File: src/rtl/rtc_trim_pkg.sv
package rtc_trim_pkg;

  typedef struct packed {
    logic       mode;  // 1: trim only at second 00
    logic       neg;   // 1: lengthen the second
    logic [5:0] mag;
  } trim_t;

  function automatic logic is_trim_sec(input logic mode, input logic [7:0] bcd);
    if (mode) return bcd == 8'h00;
    return (bcd == 8'h00) || (bcd == 8'h20) || (bcd == 8'h40);
  endfunction

  function automatic logic [7:0] bcd_next(input logic [7:0] bcd);
    if (bcd == 8'h59)       return 8'h00;
    if (bcd[3:0] == 4'd9)   return {bcd[7:4] + 4'd1, 4'd0};
    return {bcd[7:4], bcd[3:0] + 4'd1};
  endfunction

endpackage

File: src/rtl/rtc_trim_reg.sv
module rtc_trim_reg
  import rtc_trim_pkg::*;
(
  input  logic       clk_i,
  input  logic       rst_ni,
  input  logic       wr_en_i,
  input  logic [7:0] wr_data_i,
  input  logic       rd_err_i,
  input  logic [7:0] sec_bcd_i,
  output trim_t      trim_o,
  output logic       err_o
);

  trim_t trim_q;
  logic  err_q;
  logic  blocked;

  assign blocked = wr_en_i && is_trim_sec(trim_q.mode, sec_bcd_i);

  always_ff @(posedge clk_i or negedge rst_ni) begin
    if (!rst_ni) begin
      trim_q <= '0;
      err_q  <= 1'b0;
    end else begin
      if (wr_en_i && !blocked) trim_q <= trim_t'(wr_data_i);
      // refused write wins over a clearing read
      if (blocked)       err_q <= 1'b1;
      else if (rd_err_i) err_q <= 1'b0;
    end
  end

  assign trim_o = trim_q;
  assign err_o  = err_q;

endmodule

File: src/rtl/rtc_trim_step.sv
module rtc_trim_step
  import rtc_trim_pkg::*;
#(
  parameter int unsigned STEP_W = 8
) (
  input  trim_t             trim_i,
  output logic              vld_o,
  output logic              neg_o,
  output logic [STEP_W-1:0] step_o
);

  logic [6:0] half_pos;
  logic [6:0] half_neg;

  assign half_pos = {1'b0, trim_i.mag} - 7'd1;
  assign half_neg = {1'b0, ~trim_i.mag} + 7'd1;

  assign vld_o  = |trim_i.mag[5:1];
  assign neg_o  = trim_i.neg;
  assign step_o = STEP_W'({(trim_i.neg ? half_neg : half_pos), 1'b0});

endmodule

File: src/rtl/rtc_sec_div.sv
module rtc_sec_div #(
  parameter int unsigned CNT_W   = 16,
  parameter int unsigned SEC_TOP = 32767,
  parameter int unsigned STEP_W  = 8
) (
  input  logic              clk_i,
  input  logic              rst_ni,
  input  logic              cnt_en_i,
  input  logic              trim_ld_i,
  input  logic              step_vld_i,
  input  logic              step_neg_i,
  input  logic [STEP_W-1:0] step_i,
  output logic              wrap_o
);

  localparam logic [CNT_W-1:0] TopV = CNT_W'(SEC_TOP);

  logic [CNT_W-1:0] cnt_q;
  logic [CNT_W-1:0] top_q;
  logic [CNT_W-1:0] step_ext;

  assign step_ext = CNT_W'(step_i);
  assign wrap_o   = cnt_en_i && (cnt_q == top_q);

  always_ff @(posedge clk_i or negedge rst_ni) begin
    if (!rst_ni) begin
      cnt_q <= '0;
      top_q <= TopV;
    end else if (wrap_o) begin
      if (trim_ld_i && step_vld_i && step_neg_i) begin
        cnt_q <= '0;
        top_q <= TopV + step_ext;
      end else if (trim_ld_i && step_vld_i) begin
        cnt_q <= step_ext;  // shortened second starts advanced
        top_q <= TopV;
      end else begin
        cnt_q <= '0;
        top_q <= TopV;
      end
    end else if (cnt_en_i) begin
      cnt_q <= cnt_q + 1'b1;
    end
  end

endmodule

File: src/rtl/rtc_bcd_sec.sv
module rtc_bcd_sec
  import rtc_trim_pkg::*;
(
  input  logic       clk_i,
  input  logic       rst_ni,
  input  logic       wrap_i,
  output logic [7:0] sec_o,
  output logic [7:0] sec_nxt_o,
  output logic       tick_o,
  output logic       carry_o
);

  logic [7:0] sec_q;
  logic       tick_q;
  logic       carry_q;

  assign sec_nxt_o = bcd_next(sec_q);

  always_ff @(posedge clk_i or negedge rst_ni) begin
    if (!rst_ni) begin
      sec_q   <= 8'h00;
      tick_q  <= 1'b0;
      carry_q <= 1'b0;
    end else begin
      tick_q  <= wrap_i;
      carry_q <= wrap_i && (sec_q == 8'h59);
      if (wrap_i) sec_q <= sec_nxt_o;
    end
  end

  assign sec_o   = sec_q;
  assign tick_o  = tick_q;
  assign carry_o = carry_q;

endmodule

File: src/rtl/rtc_sec_trim.sv
module rtc_sec_trim
  import rtc_trim_pkg::*;
#(
  parameter int unsigned CNT_W   = 16,
  parameter int unsigned SEC_TOP = 32767  // SEC_TOP + 124 must fit in CNT_W
) (
  input  logic       clk_i,
  input  logic       rst_ni,
  input  logic       cnt_en_i,
  input  logic       wr_en_i,
  input  logic [7:0] wr_data_i,
  input  logic       rd_err_i,
  output logic [7:0] sec_bcd_o,
  output logic       sec_tick_o,
  output logic       min_carry_o,
  output logic [7:0] trim_reg_o,
  output logic       wr_err_o
);

  localparam int unsigned StepW = 8;

  trim_t            trim;
  logic             step_vld;
  logic             step_neg;
  logic [StepW-1:0] step;
  logic             wrap;
  logic [7:0]       sec_nxt;
  logic             trim_ld;

  rtc_trim_reg u_reg (
    .clk_i     (clk_i),
    .rst_ni    (rst_ni),
    .wr_en_i   (wr_en_i),
    .wr_data_i (wr_data_i),
    .rd_err_i  (rd_err_i),
    .sec_bcd_i (sec_bcd_o),
    .trim_o    (trim),
    .err_o     (wr_err_o)
  );

  rtc_trim_step #(.STEP_W(StepW)) u_step (
    .trim_i (trim),
    .vld_o  (step_vld),
    .neg_o  (step_neg),
    .step_o (step)
  );

  // trim taken at the tick that opens an eligible second
  assign trim_ld = is_trim_sec(trim.mode, sec_nxt);

  rtc_sec_div #(.CNT_W(CNT_W), .SEC_TOP(SEC_TOP), .STEP_W(StepW)) u_div (
    .clk_i      (clk_i),
    .rst_ni     (rst_ni),
    .cnt_en_i   (cnt_en_i),
    .trim_ld_i  (trim_ld),
    .step_vld_i (step_vld),
    .step_neg_i (step_neg),
    .step_i     (step),
    .wrap_o     (wrap)
  );

  rtc_bcd_sec u_sec (
    .clk_i     (clk_i),
    .rst_ni    (rst_ni),
    .wrap_i    (wrap),
    .sec_o     (sec_bcd_o),
    .sec_nxt_o (sec_nxt),
    .tick_o    (sec_tick_o),
    .carry_o   (min_carry_o)
  );

  assign trim_reg_o = trim;

endmodule

File: config.mk
export PLATFORM = sky130hd
export DESIGN_NAME = rtc_sec_trim
export DESIGN_NICKNAME = d
export VERILOG_FILES = /design/src/rtl/rtc_trim_pkg.sv /design/src/rtl/rtc_trim_reg.sv /design/src/rtl/rtc_trim_step.sv /design/src/rtl/rtc_sec_div.sv /design/src/rtl/rtc_bcd_sec.sv /design/src/rtl/rtc_sec_trim.sv
export SDC_FILE = /design/constraint.sdc
export NUM_CORES = 1
export LEC_CHECK = 0
export ABC_AREA = 1
export BUFFER_PORTS_ARGS = -buffer_cell sky130_fd_sc_hd__buf_4
export CAP_MARGIN = 20
export CORE_MARGIN = 2
export CORE_UTILIZATION = 40
export CTS_CLUSTER_DIAMETER = 150
export CTS_CLUSTER_SIZE = 30
export DETAILED_ROUTE_END_ITERATION = 12
export GPL_TIMING_DRIVEN = 1
export MAX_ROUTING_LAYER = met4
export PLACE_DENSITY = 0.62
export SLEW_MARGIN = 0
export SYNTH_ARGS = -nofsm -noshare
export SYNTH_HDL_FRONTEND = slang
export SYNTH_HIERARCHICAL = 1
export SYNTH_SLANG_ARGS = --single-unit
File: constraint.sdc
create_clock -name clk_i -period 3.4 [get_ports clk_i]
set_clock_uncertainty 0.15 [all_clocks]
set_input_delay 0.68 -clock clk_i [delete_from_list [all_inputs] [get_ports clk_i]]
set_output_delay 0.68 -clock clk_i [all_outputs]
set_load 0.01 [all_outputs]
# Yosys cells after proc, flatten, opt, wreduce, memory -nomap -nowiden
# Index checks and enable logic that the tools add are counted.
dict set report totals {
  regBits 51
  in_bits 13
  output_inout_bits 19
  elab_cells 59
}
dict set report op_classes {
  n_addsub 6
  eq_ne 7
  mux 20
  bitwise_logic 1
  n_reduce_logical 16
}
# operator count
set op_table {}
lappend op_table {{$mux 16} 4}
lappend op_table {{$mux 8} 5}
lappend op_table {{$eq 8x7->1 const B} 3}
lappend op_table {{$add 15x8->16 const A} 1}
lappend op_table {{$add 16x1->16 const B} 1}
lappend op_table {{$eq 16x16->1} 1}
lappend op_table {{$eq 8x6->1 const B} 2}
lappend op_table {{$logic_not 8->1} 2}
lappend op_table {{$mux 1} 10}
lappend op_table {{$add 4x1->4 const B} 2}
lappend op_table {{$add 6x1->7 const B} 1}
lappend op_table {{$mux 7} 1}
lappend op_table {{$sub 6x1->7 const B} 1}
lappend op_table {{$logic_and 1x1->1} 6}
lappend op_table {{$not 6->6} 1}
lappend op_table {{$reduce_or 5->1} 1}
lappend op_table {{$eq 4x4->1 const B} 1}
lappend op_table {{$logic_or 1x1->1} 4}
lappend op_table {{$reduce_bool 2->1} 2}
lappend op_table {{$logic_not 1->1} 1}

# Logic depth before layout (Yosys ltp)
# Gate-level depths: netlist (run 1).
dict set report depth {
  word_depth 13
  depth_mapped 18
  ltp_nobuf 18
}

# Modules after synthesis
# The synthesis (run 1) kept the hierarchy.
# module n_inst cells_per_inst area_per_inst_um2 seq_area_each_um2
set by_module_without_submodules {}
lappend by_module_without_submodules {rtc_sec_div 1 314 2180.8 793.3}
lappend by_module_without_submodules {rtc_bcd_sec 1 78 595.6 250.2}
lappend by_module_without_submodules {rtc_trim_reg 1 47 409.1 225.2}
lappend by_module_without_submodules {rtc_trim_step 1 40 217.7 0.0}
lappend by_module_without_submodules {rtc_sec_trim 1 10 45.0 0.0}

# Worst setup path before layout (run 1)
# OpenSTA, ideal clock, no wires.
dict set report synth_path {
  path_kind {reg2reg}
  startpoint {reg u_sec.sec_q[1] (netlist: u_sec/sec_o[1])}
  endpoint {reg u_div.top_q[5]}
  setup_ns 0.079
  t_arrival_ns 2.064
  t_required_ns 3.171
  setup_slack_ns 1.107
  stages_incl_launch_ff 18
  path_buffers 0
  synth_period_minus_slack_ns 2.293
  path_cell_list {dfrtp_1 inv_1 ha_1 nand2_2 nor2_4 nand2_1 nand2_1 a21oi_1 nor2_1 nand2_1 inv_1 nand2_1 nor2_2 nand3_1 inv_1 o21ai_0 a21oi_1 a21oi_2}
}
dict set report synth_between {
  elab_chain_len 12
  elab_cells_between_ends 19
  classes_between {1 x add/sub; 4 x eq/ne; 9 x mux; 5 x reduce/logical}
}
# item line
set synth_lines {}
lappend synth_lines {{start, declared} rtc_bcd_sec.sv:13} ;# logic [7:0] sec_q;
lappend synth_lines {{start signal, assigned} rtc_bcd_sec.sv:27} ;# if (wrap_i) sec_q <= sec_nxt_o;
lappend synth_lines {{$eq 4x4->1} rtc_trim_pkg.sv:16} ;# if (bcd[3:0] == 4'd9) return {bcd[7:4] + 4'd1, 4'd0};
lappend synth_lines {{$mux 1 (2 in a row)} rtc_trim_pkg.sv:16}
lappend synth_lines {{$mux 8} rtc_trim_pkg.sv:17} ;# return {bcd[7:4], bcd[3:0] + 4'd1};
lappend synth_lines {{$mux 8 *} rtc_trim_pkg.sv:16}
lappend synth_lines {{net sec_nxt[7]} rtc_sec_trim.sv:27} ;# logic [7:0] sec_nxt;
lappend synth_lines {{$eq 8x6->1 or $logic_not 8->1 (tied branches)} {rtc_trim_pkg.sv:11, rtc_trim_pkg.sv:10}}
lappend synth_lines {{$logic_or 1x1->1 (2 in a row)} rtc_trim_pkg.sv:11} ;# return (bcd == 8'h00) || (bcd == 8'h20) || (bcd == 8'h40);
lappend synth_lines {{$mux 1 *} rtc_trim_pkg.sv:11}
lappend synth_lines {{net trim_ld} rtc_sec_trim.sv:28} ;# logic trim_ld;
lappend synth_lines {{$logic_and 1x1->1 * (2 in a row)} rtc_sec_div.sv:30} ;# if (trim_ld_i && step_vld_i && step_neg_i) begin
lappend synth_lines {{$mux 16 *} rtc_sec_div.sv:30}
lappend synth_lines {{end signal, assigned} rtc_sec_div.sv:28} ;# top_q <= TopV;
lappend synth_lines {{end signal, assigned} rtc_sec_div.sv:32} ;# top_q <= TopV + step_ext;
lappend synth_lines {{end signal, assigned} rtc_sec_div.sv:35} ;# top_q <= TopV;
lappend synth_lines {{end, declared} rtc_sec_div.sv:19} ;# logic [CNT_W-1:0] top_q;
# Mark *: on every way through the listed nets, which the timed path passes. The rest lies on a longest branch. The select of a mux whose other input is x is not followed.
# A chain may end at the register's enable or synchronous reset.

# Worst setup path after layout (run 1)
dict set report layout_path {
  startpoint {reg u_sec.sec_q[1] (netlist: u_sec/sec_o[1])}
  endpoint {reg u_div.cnt_q[3]}
}
dict set report layout_between {
  elab_chain_len 13
  elab_cells_between_ends 21
  classes_between {1 x add/sub; 4 x eq/ne; 11 x mux; 5 x reduce/logical}
}
# item line
set layout_lines {}
lappend layout_lines {{$eq 4x4->1} rtc_trim_pkg.sv:16}
lappend layout_lines {{$mux 1 (2 in a row)} rtc_trim_pkg.sv:16}
lappend layout_lines {{$mux 8} rtc_trim_pkg.sv:17}
lappend layout_lines {{$mux 8 *} rtc_trim_pkg.sv:16}
lappend layout_lines {{net sec_nxt[7]} rtc_sec_trim.sv:27}
lappend layout_lines {{$eq 8x6->1 or $logic_not 8->1 (tied branches)} {rtc_trim_pkg.sv:11, rtc_trim_pkg.sv:10}}
lappend layout_lines {{$logic_or 1x1->1 (2 in a row)} rtc_trim_pkg.sv:11}
lappend layout_lines {{$mux 1 *} rtc_trim_pkg.sv:11}
lappend layout_lines {{net trim_ld} rtc_sec_trim.sv:28}
lappend layout_lines {{$logic_and 1x1->1 *} {rtc_sec_div.sv:30, rtc_sec_div.sv:33}}
lappend layout_lines {{$mux 8 or $logic_and 1x1->1 (tied branches)} {rtc_sec_div.sv:33, rtc_sec_div.sv:30}}
lappend layout_lines {{$mux 16 *} rtc_sec_div.sv:30}
lappend layout_lines {{$mux 16 *} rtc_sec_div.sv:29} ;# end else if (wrap_o) begin
lappend layout_lines {{end signal, assigned} rtc_sec_div.sv:34} ;# cnt_q <= step_ext;
lappend layout_lines {{end signal, assigned} rtc_sec_div.sv:41} ;# cnt_q <= cnt_q + 1'b1;
lappend layout_lines {{end, declared} rtc_sec_div.sv:18} ;# logic [CNT_W-1:0] cnt_q;
# Marks and branches as above.

==> results of run 1 <==
==> cell type report <==
cell class | count | share of cell area, %
Clock buffer | 6 | 1.89
Tap cell | 105 | 3.42
Timing Repair Buffer | 32 | 6.26
Multi-Input combinational cell | 363 | 48.1
Sequential cell | 50 | 33.1
Clock inverter | 2 | 1.01
Inverter | 64 | 6.29
==> worst min-delay path by stage <==
stage / start / end / slack (ps) / depth (start not counted)
floorplan: rst_ni / u_div/cnt_q[0]$_DFFE_PN0P_ / 230 / 0
global placement: u_div/top_q[1]$_DFFE_PN1P_ / u_div/top_q[1]$_DFFE_PN1P_ / 310 / 2
detailed placement: u_div/top_q[1]$_DFFE_PN1P_ / u_div/top_q[1]$_DFFE_PN1P_ / 310 / 2
CTS: rst_ni / u_div/cnt_q[10]$_DFFE_PN0P_ / 260 / 1
global route: rst_ni / u_div/cnt_q[10]$_DFFE_PN0P_ / 280 / 1
finish: rst_ni / u_div/cnt_q[10]$_DFFE_PN0P_ / 230 / 1
==> routing by layer <==
| metal | track usage, % | part of all wire [%] | up-vias |
|---|---|---|---|
| met5 | - | 0 | - |
| met4 | 4.01 | 0.94 | 0 |
| met3 | 2.46 | 3.8 | 9 |
| met2 | 29.1 | 47 | 63 |
| met1 | 23.2 | 48 | 1391 |
| li1 | - | - | 1584 |
==> cell families (layout without fill, tap and decap cells) <==
| group | after synthesis | in the layout | synth area share (%) |
|---|---|---|---|
| AO/OA/AOI/OAI | 40 | 40 | 7.08 |
| XOR/XNOR | 22 | 22 | 5.59 |
| adder cells (fa/ha/maj) | 8 | 8 | 2.90 |
| buffers and inverters | 76 | 104 | 9.72 |
| flip-flops | 50 | 50 | 36.8 |
| other | 1 | 1 | 0.109 |
| AND/OR/NAND/NOR | 292 | 292 | 37.8 |
==> registers in the layout, indices dropped and copies added, names as in the netlist <==
signal,flops
u_div/cnt_q,16
u_div/top_q,15
u_reg/trim_o,8
u_sec/sec_o,8
u_reg/err_o,1
u_sec/carry_o,1
u_sec/tick_o,1
==> through the flow <==
step / utilization [%] / instance area (µm²)
final: 46.2 / 3840
after global placement: 44.9 / 3730
after detailed placement: 44.9 / 3730
after floorplan: - / 3450
after global routing: 46.2 / 3840
after CTS: 46.2 / 3840
==> worst register-to-register path: cells and delay by family, from the launching register on <==
family,cells,cell delay [ps]
AOI/OAI and AO/OA,1,60
adders and majority gates,1,200
buffers and inverters,2,130
DFF,1,420
and+or+nand+nor,14,1640
==> Yosys cell counts, drive strengths merged <==
library cell | n | area [µm²]
clkbuf | 2 | 17.5
dfrtp | 36 | 901
or2 | 5 | 31.3
nand3b | 1 | 7.51
o211a | 1 | 10.0
nand2 | 172 | 666
clkinv | 1 | 5.00
xnor2 | 12 | 105
dfstp | 14 | 368
inv | 63 | 236
nor2 | 54 | 251
ha | 8 | 100
a21oi | 15 | 97.6
conb | 1 | 3.75
nor3 | 7 | 40.0
and3 | 1 | 6.26
buf | 10 | 76.3
o21ai | 22 | 121
nand4 | 12 | 81.3
o21a | 2 | 15.0
nor4 | 2 | 12.5
nand3 | 38 | 208
xor2 | 10 | 87.6
==> where the power goes <==
| part | internal [W] | total (W) | switching [W] |
|---|---|---|---|
| Clock | 0.000221 | 0.000437 | 0.000216 |
| Sequential | 0.000634 | 0.000708 | 0.0000733 |
| Combinational | 0.000121 | 0.000300 | 0.000179 |
| Total | 0.000977 | 0.00144 | 0.000467 |
==> results.yml, run 1 <==
setup_path:
  worstSetupStartpointType: "register"
  setup.worst_path.end_class: "register"
  worstPathRequired_ps: 3500
  cp.arrival_ps: 2760
  r2r-end: "u_div/cnt_q[3]$_DFFE_PN0P_"
  r2r_slack_ps: 740
  critical_path_class: "register to register"
  critical_path.top_delay_family: "simple AND/OR/NAND/NOR gates"
  cp.depth: 18
  worstPathCellList: "inv_1, ha_1, nand2_2, nor2_4, nand2_1, nand2_1, a21oi_1, nor2_1, nand2_1, inv_1, nand2_1, nor2_2, nand2_1, nor2_1, nand2_1, nand4_1, nand3_1, nand2_1"
  startpoint: "u_sec/sec_o[1]$_DFFE_PN0P_"
  r2r_cells: 18
  setup.worst_path.end: "u_div/cnt_q[3]$_DFFE_PN0P_"
  max_stage_delay_ps: 470
  crit_buf_inv: 2
  r2r-start: "u_sec/sec_o[1]$_DFFE_PN0P_"
  cpMostUsedCell: "nand2_1"
  cp_max_fo: 9
  crit_slowest_cell: "nor2_1"
synth:
  synth_area_um2: 3450
  synthCells: 489
  ys_warn_count: 6
  seq_area_frac_synth_pct: 36.8
  synth-seq-cells: 50
  synth_nets: 510
  synth.distinct_cells: 41
  synth.avg_cell_area_um2: 7.05
layout:
  fillers: 865
  nets: 537
  multi_input_area_um2: 1840
  finalNonFillerCells: 622
  drive_gt1_share_pct: 18.6
  mostFrequentLayoutCells: "168 x nand2_1, 49 x inv_1, 46 x nor2_1"
  final_common_cell: "nand2_1"
  seq_area_um2: 1270
  syn_to_final_growth_pct: 11.3
  diodes: 0
power:
  ir_worst_vdd_v: 0.000159
  p_total_w: 0.00144
  p_leak_nw: 2.02
  power_density_nw_per_um2: 376
clock_network:
  cts.sinks: 50
  htree_levels: 2
  postCtsHoldBufs: 0
  worstSkewPairLatency_ps: 310
  cts_tree: "done"
  clk_pin_slew_ps: 100
  cts_made_buffers: 5
  clockBufferDepth: 2
  cts_setup_buffers: 0
  cts.repair.resized: 0
  cts_root_buf: "clkbuf_8"
global_routing:
  grt_pass1_wl_um: 13600
  grt_util_all_layers_pct: 17.6
  antenna_found_initial: 0
  grt_max_degree: 51
  gr-total-overflow: 0
  grt_pass1_vias: 2975
timing:
  setup_violations: 0
  hold_slack_ps: 227
  setup_tns_ps: 0
  fin_ws_ps: 744
  period_share_pct: 78.1
  drv_slew: 0
  tightest_slew_ps: 632
  post-route-min-period_ps: 2660
  hold_viol_final: 0
  rsz0062_at_grt: "false"
  max_freq_mhz: 376
  maxSlewHeadroom_pct: 57.9
place:
  gp_congestion: 0.925
  place_ws_ps: 785
  dpl.hpwl_um: 5830
  port_buffers: 31
  placed_cells: 614
route:
  remaining_drc_errors: 0
  wl_per_cell_um: 12.4
  vias: 3047
  drtIter0Drc: 108
  final_antenna_net_count: 0
  first_pass_iters: 4
  viasPerCell: 4.90
  wl_um: 7700
job:
  cap_violations: 0
floorplanning:
  ios: 32
  start_util_pct: 41.5
  die_h_um: 96.9
  die-width_um: 96.9
  design.core.area_um2: 8300
  num_rows: 33
  dieArea_um2: 9380
outcome:
  status: "completed"
min_path:
  hold_class: "primary input to asynchronous set/reset pin"
No activity file was read; power rests on OpenSTA's default activity.
==> run 2, diff against run 1 <==
clock period = 2.6 ns   (was 3.4 ns; I/O delays follow)
==> run 2 against run 1 <==
Power grew 31%. Critical path depth down 7. Non-clock buffer count rose by 11. Count of clock-buffer cells in the layout down 1. Fmax grew 11%. Sequential cell count stayed put. Critical path type unchanged. Critical endpoint is now u_div/top_q[15]$_DFFE_PN0P_.
==> results.yml, run 2 (same netlist as run 1, synthesis figures left out) <==
timing:
  setup_violations: 0
  setup_tns_ps: 0
  period_share_pct: 92.3
  hold_viol_final: 0
  max_freq_mhz: 416
  tightest_slew_ps: 657
  fin_ws_ps: 199
  drv_slew: 0
  maxSlewHeadroom_pct: 56.2
  post-route-min-period_ps: 2400
global_routing:
  grt_util_all_layers_pct: 17.8
  antenna_found_initial: 0
  grt_pass1_wl_um: 13700
  grt_pass1_vias: 3008
  grt_max_degree: 51
  gr-total-overflow: 0
job:
  cap_violations: 0
route:
  first_pass_iters: 4
  remaining_drc_errors: 0
  wl_um: 8000
  wl_per_cell_um: 12.6
  drtIter0Drc: 135
  vias: 3129
  viasPerCell: 4.94
  final_antenna_net_count: 0
clock_network:
  cts_tree: "done"
  clk_pin_slew_ps: 100
  worstSkewPairLatency_ps: 310
  clockBufferDepth: 2
  cts_root_buf: "clkbuf_8"
  htree_levels: 2
  cts_made_buffers: 5
  cts.sinks: 50
  postCtsHoldBufs: 0
floorplanning:
  design.core.area_um2: 8300
  die_h_um: 96.9
  ios: 32
  num_rows: 33
  die-width_um: 96.9
  start_util_pct: 41.5
  dieArea_um2: 9380
setup_path:
  setup.worst_path.end_class: "register"
  cpMostUsedCell: "nor2_1"
  setup.worst_path.end: "u_div/top_q[15]$_DFFE_PN0P_"
  worstSetupStartpointType: "register"
  worstPathCellList: "inv_1, ha_1, xnor2_2, nor2_1, nand2_1, nor2_1, nand2_1, nor2_1, ha_1, or2_2, o21ai_1"
  worstPathRequired_ps: 2690
  r2r-start: "u_reg/trim_o[0]$_DFFE_PN0P_"
  startpoint: "u_reg/trim_o[0]$_DFFE_PN0P_"
  r2r-end: "u_div/top_q[15]$_DFFE_PN0P_"
  crit_slowest_cell: "dfrtp_1"
  cp_max_fo: 5
  r2r_cells: 11
  critical_path_class: "register to register"
  r2r_slack_ps: 200
  cp.arrival_ps: 2490
  max_stage_delay_ps: 480
power:
  pwr-share-clk_pct: 29.8
  p_leak_nw: 2.08
  pwr-share-comb_pct: 21.1
  power_density_nw_per_um2: 478
  seqPwrFrac_pct: 49.1
  ir_worst_vdd_v: 0.000215
  switching_share_pct: 32.5
  power.internal_w: 0.00128
  switchingPower_w: 0.000613
layout:
  reg_top3: "u_div/cnt_q x16, u_div/top_q x15"
  diodes: 0
  mostFrequentLayoutCells: "167 x nand2_1, 47 x inv_1, 45 x nor2_1"
  drive_gt1_share_pct: 22.0
  final_common_cell: "nand2_1"
  fillers: 841
  largest_register: "u_div/cnt_q"
  syn_to_final_growth_pct: 14.6
  nets: 548
  largest_reg_flops: 16
place:
  dpl.hpwl_um: 5900
  gp_congestion: 0.924
  port_buffers: 31
  place_ws_ps: -47.9
min_path:
  hold_class: "primary input to asynchronous set/reset pin"
outcome:
  status: "completed"
## run 2: cell types whose count changed in the layout (fill, tap and decap cells not counted), sizes merged
cell | before | now
buf | 32 | 42
clkinv | 2 | 3
## run 2: power groups by stage
stage,logic [W],clock network (W),registers (W)
6_report,0.000399,0.000562,0.000927
5_1_grt,0.000454,0.000611,0.000941
4_1_cts,0.000397,0.000580,0.000925
3_5_place_dp,0.000396,0,0.000939
3_3_place_gp,0.000387,0,0.000936
2_1_floorplan,0.000296,0,0.000914
## run 2: what timing repair did
item | in CTS | in global routing
setup endpoints to repair | 7 | 18
gates resized for setup | 1 | 9
setup buffers | 0 | 6
hold endpoints to repair | 0 | 0
pin swaps | 0 | 6
## run 2: critical path: cells and delay by family (launching register included)
| kind | cells | cell delay (ps) |
|---|---|---|
| AOI/OAI and AO/OA | 1 | 130 |
| xor gates and xnor gates | 1 | 260 |
| adders and majority gates | 2 | 510 |
| buffers and inverters | 1 | 120 |
| DFF | 1 | 480 |
| and+or+nand+nor | 6 | 700 |
## run 2: worst min path at each step
stage                                     from                          end  cells past startpoint
finish                                  rst_ni  u_div/cnt_q[11]$_DFFE_PN0P_                      1
detailed placement  u_div/top_q[1]$_DFFE_PN1P_   u_div/top_q[1]$_DFFE_PN1P_                      2
floorplan                               rst_ni   u_div/cnt_q[0]$_DFFE_PN0P_                      0
CTS                                     rst_ni  u_div/cnt_q[10]$_DFFE_PN0P_                      1
global route                            rst_ni   u_sec/sec_o[1]$_DFFE_PN0P_                      1
global placement    u_div/top_q[1]$_DFFE_PN1P_   u_div/top_q[1]$_DFFE_PN1P_                      2
## run 2: area by class of cell
class / instances / area (µm²) / share of cell area [%]
Clock inverter: 3 / 40.0 / 1.01
Inverter: 64 / 241 / 6.11
Clock buffer: 5 / 68.8 / 1.74
Sequential cell: 50 / 1270 / 32.1
Multi-Input combinational cell: 363 / 1880 / 47.6
Tap cell: 105 / 131 / 3.32
Timing Repair Buffer: 43 / 320 / 8.11
## run 2: stage by stage
step           power [W]  hold slack [ps]  instance area, µm²  util [%]  instances
6_report         0.00189             74.2                3950      47.6        633
5_1_grt          0.00201              141                3950      47.6        633
4_1_cts          0.00190              109                3870      46.7        627
3_5_place_dp     0.00133              308                3760      45.3        619
3_3_place_gp     0.00132              310                3760      45.3        619
2_1_floorplan    0.00121             74.4                3450         -        489
## run 2: per-layer routing
layer / track usage (%) / vias up / wire [µm]
li1: - / 1605 / -
met1: 23.5 / 1438 / 3810
met2: 28.3 / 72 / 3710
met3: 3.11 / 14 / 327
met4: 4.88 / 0 / 146
met5: - / - / 0
